--- config.mk ---
export PLATFORM = sky130hd
export DESIGN_NAME = memtest_engine
export DESIGN_NICKNAME = d
export VERILOG_FILES = /design/src/rtl/mt_pkg.sv /design/src/rtl/mt_pattern.sv /design/src/rtl/mt_sat_ctr.sv /design/src/rtl/memtest_engine.sv
export SDC_FILE = /design/constraint.sdc
export NUM_CORES = 1
export LEC_CHECK = 0
export BUFFER_PORTS_ARGS = -buffer_cell sky130_fd_sc_hd__buf_2
export CORE_ASPECT_RATIO = 0.8
export CORE_MARGIN = 2
export CORE_UTILIZATION = 40
export CTS_BUF_LIST = sky130_fd_sc_hd__clkbuf_8
export CTS_CLUSTER_SIZE = 12
export DETAILED_ROUTE_END_ITERATION = 6
export PLACE_DENSITY = 0.7
export SETUP_SLACK_MARGIN = 0.1
export SYNTH_ARGS = -nofsm -noshare
export SYNTH_HDL_FRONTEND = slang
export SYNTH_SLANG_ARGS = --single-unit
--- constraint.sdc ---
create_clock -name clk -period 3.5 [get_ports clk]
set_input_delay 0.7 -clock clk [delete_from_list [all_inputs] [get_ports clk]]
set_output_delay 0.7 -clock clk [all_outputs]
set_load 0.02 [all_outputs]
--- src/rtl/mt_pkg.sv ---
package mt_pkg;
  localparam logic [1:0] SRC_PRBS  = 2'd0;
  localparam logic [1:0] SRC_TABLE = 2'd1;

  localparam logic [1:0] MODE_RD_ONLY = 2'd1;
  localparam logic [1:0] MODE_WR_ONLY = 2'd2;

  typedef enum logic [1:0] {
    ST_IDLE  = 2'd0,
    ST_WR    = 2'd1,
    ST_RD    = 2'd2,
    ST_DRAIN = 2'd3
  } mt_state_e;
endpackage

--- src/rtl/mt_pattern.sv ---
module mt_pattern #(
  parameter int          DW        = 32,
  parameter int          AW        = 13,
  parameter logic [30:0] SEED      = 31'h1,
  parameter logic [DW-1:0] ARITH_OFS = '0
) (
  input  logic          clk,
  input  logic          rst_n,
  input  logic          reseed,
  input  logic          step,
  input  logic [1:0]    src,
  input  logic [AW-1:0] idx,
  output logic [DW-1:0] data
);
  import mt_pkg::*;

  localparam int NBYTES = DW / 8;

  logic [30:0]   lfsr_q;
  logic [DW-1:0] tbl_w;
  logic [DW-1:0] prbs_w;
  logic [DW-1:0] arith_w;

  // Fibonacci form of x^31 + x^28 + 1
  always_ff @(posedge clk or negedge rst_n) begin
    if (!rst_n)      lfsr_q <= SEED;
    else if (reseed) lfsr_q <= SEED;
    else if (step)   lfsr_q <= {lfsr_q[29:0], lfsr_q[30] ^ lfsr_q[27]};
  end

  always_comb begin
    tbl_w = '0;
    for (int b = 0; b < NBYTES; b++) begin
      tbl_w[b*8 +: 8] = {idx[3:0], ~idx[3:0]};
    end
  end

  assign prbs_w  = DW'(lfsr_q);
  assign arith_w = DW'(idx) + ARITH_OFS;

  always_comb begin
    unique case (src)
      SRC_PRBS:  data = prbs_w;
      SRC_TABLE: data = tbl_w;
      default:   data = arith_w;
    endcase
  end
endmodule

--- src/rtl/mt_sat_ctr.sv ---
module mt_sat_ctr #(
  parameter int W = 32
) (
  input  logic         clk,
  input  logic         rst_n,
  input  logic         clr,
  input  logic         inc,
  output logic [W-1:0] q
);
  always_ff @(posedge clk or negedge rst_n) begin
    if (!rst_n)                 q <= '0;
    else if (clr)               q <= inc ? W'(1) : '0;
    else if (inc && q != '1)    q <= q + 1'b1;
  end
endmodule

--- src/rtl/memtest_engine.sv ---
module memtest_engine
  import mt_pkg::*;
#(
  parameter int          DW        = 32,
  parameter int          MIN_ADDRS = 8,
  parameter int          MAX_ADDRS = 8192,
  parameter int          ECW       = 32,
  parameter int          TPW       = 32,
  parameter int          PIW       = 4,
  parameter logic [30:0] SEED      = 31'h1,
  parameter logic [DW-1:0] ARITH_OFS = DW'(32'h1000_0000),
  localparam int         AW        = $clog2(MAX_ADDRS),
  localparam int         NW        = $clog2(MAX_ADDRS + 1)
) (
  input  logic           clk,
  input  logic           rst_n,
  input  logic [NW-1:0]  cfg_addr_count,
  input  logic [1:0]     cfg_src,
  input  logic [1:0]     cfg_mode,
  input  logic           run_start,
  input  logic           run_stop,
  input  logic           inject_req,
  input  logic           counters_clear,
  output logic           running,
  output logic           mem_req_valid,
  input  logic           mem_req_ready,
  output logic           mem_req_we,
  output logic [AW-1:0]  mem_req_addr,
  output logic [DW-1:0]  mem_req_wdata,
  input  logic           mem_rsp_valid,
  input  logic [DW-1:0]  mem_rsp_data,
  output logic [ECW-1:0] err_detected,
  output logic [ECW-1:0] err_inserted,
  output logic [TPW-1:0] wr_words,
  output logic [TPW-1:0] rd_words
);
  mt_state_e      st_q, st_d;
  logic [AW-1:0]  addr_q;
  logic [NW-1:0]  n_q, n_clamped, rsp_cnt_q;
  logic [1:0]     mode_q, src_q;
  logic           stop_q;
  logic [PIW-1:0] inj_pend_q;
  logic           hold_q, corrupt_q;

  logic start_go, stop_now, last_addr, drain_done;
  logic wr_hs, rd_hs, rsp_take;
  logic mode_ro, mode_wo;
  logic reseed_w, reseed_c;
  logic inj_acc, pend_nz, word_flip, chk_flip, consume, mismatch;
  logic [DW-1:0] exp_word;

  logic          pat_reseed [2];
  logic          pat_step   [2];
  logic [AW-1:0] pat_idx    [2];
  logic [DW-1:0] pat_data   [2];

  // Clamp the requested count into the legal window
  always_comb begin
    if (cfg_addr_count < NW'(MIN_ADDRS))      n_clamped = NW'(MIN_ADDRS);
    else if (cfg_addr_count > NW'(MAX_ADDRS)) n_clamped = NW'(MAX_ADDRS);
    else                                      n_clamped = cfg_addr_count;
  end

  assign running    = (st_q != ST_IDLE);
  assign start_go   = run_start && (st_q == ST_IDLE);
  assign stop_now   = stop_q || run_stop;
  assign mode_ro    = (mode_q == MODE_RD_ONLY);
  assign mode_wo    = (mode_q == MODE_WR_ONLY);
  assign last_addr  = (NW'(addr_q) == n_q - NW'(1));
  assign drain_done = (rsp_cnt_q == n_q);

  assign mem_req_valid = (st_q == ST_WR) || (st_q == ST_RD);
  assign mem_req_we    = (st_q == ST_WR);
  assign mem_req_addr  = addr_q;

  assign wr_hs    = mem_req_valid && mem_req_ready && (st_q == ST_WR);
  assign rd_hs    = mem_req_valid && mem_req_ready && (st_q == ST_RD);
  assign rsp_take = mem_rsp_valid && ((st_q == ST_RD) || (st_q == ST_DRAIN));

  // Iteration sequencing
  always_comb begin
    st_d     = st_q;
    reseed_w = 1'b0;
    reseed_c = 1'b0;
    unique case (st_q)
      ST_IDLE: begin
        if (start_go) begin
          st_d     = (cfg_mode == MODE_RD_ONLY) ? ST_RD : ST_WR;
          reseed_w = 1'b1;
          reseed_c = 1'b1;
        end
      end
      ST_WR: begin
        if (wr_hs && last_addr) begin
          if (mode_wo) begin
            if (stop_now) st_d = ST_IDLE;
            else          reseed_w = 1'b1;
          end else begin
            st_d     = ST_RD;
            reseed_c = 1'b1;
          end
        end
      end
      ST_RD: begin
        if (rd_hs && last_addr) st_d = ST_DRAIN;
      end
      ST_DRAIN: begin
        if (drain_done) begin
          if (stop_now) begin
            st_d = ST_IDLE;
          end else if (mode_ro) begin
            st_d     = ST_RD;
            reseed_c = 1'b1;
          end else begin
            st_d     = ST_WR;
            reseed_w = 1'b1;
          end
        end
      end
      default: st_d = ST_IDLE;
    endcase
  end

  always_ff @(posedge clk or negedge rst_n) begin
    if (!rst_n) begin
      st_q      <= ST_IDLE;
      addr_q    <= '0;
      n_q       <= NW'(MIN_ADDRS);
      rsp_cnt_q <= '0;
      mode_q    <= '0;
      src_q     <= '0;
      stop_q    <= 1'b0;
    end else begin
      st_q <= st_d;
      if (start_go) begin
        addr_q <= '0;
        n_q    <= n_clamped;
        mode_q <= cfg_mode;
        src_q  <= cfg_src;
        stop_q <= 1'b0;
      end else begin
        if (run_stop && running) stop_q <= 1'b1;
        if (wr_hs || rd_hs)      addr_q <= last_addr ? '0 : addr_q + 1'b1;
      end
      if (reseed_c)      rsp_cnt_q <= '0;
      else if (rsp_take) rsp_cnt_q <= rsp_cnt_q + 1'b1;
    end
  end

  // Error injection: the corruption decision for a write word is frozen
  // once the word has been offered and stalled.
  assign pend_nz   = (inj_pend_q != '0);
  assign inj_acc   = inject_req && running && (inj_pend_q != '1);
  assign word_flip = (st_q == ST_WR) && (hold_q ? corrupt_q : pend_nz);
  assign chk_flip  = rsp_take && mode_ro && pend_nz;
  assign consume   = (wr_hs && word_flip) || chk_flip;

  always_ff @(posedge clk or negedge rst_n) begin
    if (!rst_n) begin
      inj_pend_q <= '0;
      hold_q     <= 1'b0;
      corrupt_q  <= 1'b0;
    end else begin
      hold_q    <= (st_q == ST_WR) && !mem_req_ready;
      corrupt_q <= word_flip;
      if (start_go) inj_pend_q <= '0;
      else          inj_pend_q <= inj_pend_q + PIW'(inj_acc) - PIW'(consume);
    end
  end

  // Pattern units: index 0 feeds writes, index 1 regenerates expected data
  assign pat_reseed[0] = reseed_w;
  assign pat_step[0]   = wr_hs;
  assign pat_idx[0]    = addr_q;
  assign pat_reseed[1] = reseed_c;
  assign pat_step[1]   = rsp_take;
  assign pat_idx[1]    = rsp_cnt_q[AW-1:0];

  for (genvar g = 0; g < 2; g++) begin : g_pat
    mt_pattern #(
      .DW(DW), .AW(AW), .SEED(SEED), .ARITH_OFS(ARITH_OFS)
    ) u_pat (
      .clk    (clk),
      .rst_n  (rst_n),
      .reseed (pat_reseed[g]),
      .step   (pat_step[g]),
      .src    (src_q),
      .idx    (pat_idx[g]),
      .data   (pat_data[g])
    );
  end

  assign mem_req_wdata = pat_data[0] ^ DW'(word_flip);
  assign exp_word      = pat_data[1] ^ DW'(chk_flip);
  assign mismatch      = rsp_take && (mem_rsp_data != exp_word);

  mt_sat_ctr #(.W(ECW)) u_det (
    .clk(clk), .rst_n(rst_n), .clr(counters_clear), .inc(mismatch), .q(err_detected));
  mt_sat_ctr #(.W(ECW)) u_ins (
    .clk(clk), .rst_n(rst_n), .clr(counters_clear), .inc(inj_acc), .q(err_inserted));
  mt_sat_ctr #(.W(TPW)) u_wr (
    .clk(clk), .rst_n(rst_n), .clr(start_go), .inc(wr_hs), .q(wr_words));
  mt_sat_ctr #(.W(TPW)) u_rd (
    .clk(clk), .rst_n(rst_n), .clr(start_go), .inc(rsp_take), .q(rd_words));
endmodule

==> impl_metrics.toml <==
[clock_network]
hold_buffers = 0
cts_tree = "built"
h-tree-depth = 2
root_buffer = "clkbuf_8"
clkTransAtPathRegs_ns = 0.06
cts.sinks = 244
numCtsBuffers = 43
postCtsSetupBuffers = 0
insertion_delay_ns = 0.56
clock_path_buffers = 3

[power_and_ir_drop]
p_per_area_mw_per_mm2 = 610
power_mw = 9.98
ir_drop_mv = 0.328
leakage_nw = 7.58

[sta]
setup_viol = 0
fin_setup_tns_ns = 0
maxSlewViolCount = 0
fmax_mhz = 317
finClkSkew_ns = 0.0220
relSlewSlack = 0.189
fin_crit_ns = 3.15
rsz0062_at_grt = "no"
layout_worst_path_cycle_share = 0.900
hold_viol = 0
worst_slew_pin_slew_ns = 1.21

[logic_synthesis]
ys_ff_latch = 244
synthDistinctLibCells = 64
synth_nets = 1664
avgSynthCellArea_um2 = 8.63
synth_top_area_frac = 0.440
async_flop_share = 1.00
synth_warnings = 0
synth.area.top_cells = "dfrtp_1 44%, nand2_1 6.8%, a21oi_1 5.4%"
synth_flop_cell = "dfrtp_1"
synth_cells = 1587
synth_top_area_cell = "dfrtp_1"
yosysMostFrequentCell = "nand2_1"
seq_area_frac_synth = 0.446
synth.top_cells.by_count = "249 x nand2_1, 241 x dfrtp_1, 159 x nor2_1"
netlist_area_mm2 = 0.0137
synth_edf_count = 0

[route]
routed_wl_mm = 39.7
drtAntennaViolNets = 0
viasPerCell = 5.46
dr.pass1.iters = 5
first_iter_violations = 983
wl_per_cell_um = 17.3
dr_total_vias = 12500
drcViolationCount = 0

[floorplanning]
fp.dieH_um = 170
row_count = 60
initial_core_util = 0.406
coreArea_mm2 = 0.0337
io_pins = 234
dieArea_mm2 = 0.0357
die_w_um = 211

[critical_path]
path_buf_inv = 2
worst_setup_path_start_kind = "flop"
cp_top_family = "simple AND/OR/NAND/NOR gates"
cp-end-kind = "flop"
cp_max_fo = 44
path_class = "flop to flop"
arrival_ns = 3.58
crit_required_ns = 3.93
max_stage_delay_ns = 0.52
path_cells = "inv_1 -> ha_1 -> nand2b_1 -> or3_1 -> or4_1 -> a211o_1 -> a2111oi_4 -> a21oi_1 -> nor2_2 -> buf_12 -> nor2_1"
slowest_stage = "or4_1"

[flow_run]
cap_violations = 0

[cells_and_area]
design_area_mm2 = 0.0164
multi_input_area_mm2 = 0.00714
seq_area_mm2 = 0.00611
fill_cells = 3206
fin_nets = 1892
drive_above_1_share = 0.199
syn_to_final_growth_pct = 19.6

[global_route]
grt_max_degree = 83
grt_pass1_vias = 11800
overflow = 0
gr-usage-all-layers = 0.221
grt_pass1_wl_mm = 63.8
antenna_found_initial = 11

[placed_design]
gp_congestion = 0.856
placed_area_mm2 = 0.0154
portBuffers = 233
dp_hpwl_mm = 28.1

[status]
status = "complete, no violations"

[min_path]
hold_class = "primary input to async pin"
## final cells by class
type,count,share of cell area
inverters,31,0.00710
flip-flops and latches,244,0.373
repair buffers,269,0.0914
clock inverters,19,0.00817
diodes,6,0.000917
well taps,434,0.0332
clock buffers,60,0.0504
multi-input cells,1226,0.436
## per-layer routing
metal | up-vias | share of wire | track usage
met4 | 8 | 0.026 | 0.0692
li1 | 5938 | - | -
met5 | - | 0.0015 | 0
met1 | 6011 | 0.46 | 0.322
met2 | 449 | 0.42 | 0.319
met3 | 88 | 0.087 | 0.0605
## per-stage QoR
step / hold slack [ns] / worst slack [ns] / utilization / std cells
final: 0.143 / 0.350 / 0.486 / 2289
after global routing: 0.166 / 0.121 / 0.486 / 2286
after CTS: 0.146 / 0.211 / 0.485 / 2283
after detailed placement: 0.487 / 0.246 / 0.457 / 2204
after global placement: 0.479 / 0.301 / 0.457 / 2204
after floorplan: 0.404 / 0.412 / - / 1587
## kinds of logic (layout without fill, tap and decap cells)
family                     after synthesis  in the layout  synth area share
DFF                                    244            244             0.446
muxes                                   31             31            0.0238
xor gates and xnor gates               155            155            0.0991
and+or+nand+nor                        726            726             0.254
buffers and inverters                  117            379            0.0351
AOI/OAI and AO/OA                      295            295             0.124
adders and majority gates               19             19            0.0179
other                                    0              6                 0
## sequential cells by signal (all words and copies together) (netlist names)
| signal | flops |
|---|---|
| corrupt_q | 1 |
| g_pat.u_pat.lfsr_q | 62 |
| hold_q | 1 |
| inj_pend_q | 4 |
| mem_req_addr | 13 |
| mode_q | 2 |
| n_q | 14 |
| rsp_cnt_q | 14 |
| src_q | 2 |
| st_q | 2 |
| stop_q | 1 |
| u_det.q | 32 |
| u_ins.q | 32 |
| u_rd.q | 32 |
| u_wr.q | 32 |
## cells in the final DEF, fill, tap and decap left out, drive strengths merged, types with 5 or more instances in the layout
cell type  instances
nor2             160
xnor2             72
a22o               9
and4              11
nor3b              6
nor3              36
dfrtp            241
nand4             42
or3               40
and3              27
mux2              13
buf              269
nor2b             18
nor4              16
nand2            249
a21o               6
a21boi             7
clkinv             5
a211oi             6
and2              13
nand3             63
mux2i             18
inv               42
a21oi            148
a211o              5
or4                6
xor2              83
ha                18
diode              6
o31ai              6
nand2b            29
clkbuf            60
o21ai             81
## worst paths after layout
kind	end	cells past startpoint	slack [ns]	from
max	rsp_cnt_q[8]$_DFFE_PN0P_	11	0.35	n_q[0]$_DFFE_PN0P_
min reg2reg	stop_q$_DFFE_PN0P_	2	0.50	stop_q$_DFFE_PN0P_
min in group clk	n_q[3]$_DFFE_PN1P_	2	0.36	cfg_addr_count[13]
min	u_rd.q[0]$_DFFE_PN0P_	1	0.14	rst_n
max reg2reg	rsp_cnt_q[8]$_DFFE_PN0P_	11	0.35	n_q[0]$_DFFE_PN0P_
max in group asynchronous	g_pat[1].u_pat.lfsr_q[0]$_DFFE_PN1P_	2	2.45	rst_n
## repair_timing
action,4_1_cts,5_1_grt
hold endpoints to repair,0,0
gates resized for setup,0,2
endpoints found under the setup margin,0,87
## report_power, final
part / switching [mW] / internal, mW
clock network: 1.23 / 1.67
logic: 2.29 / 1.30
registers: 0.411 / 3.09
Power figures use the tool's default switching activity.
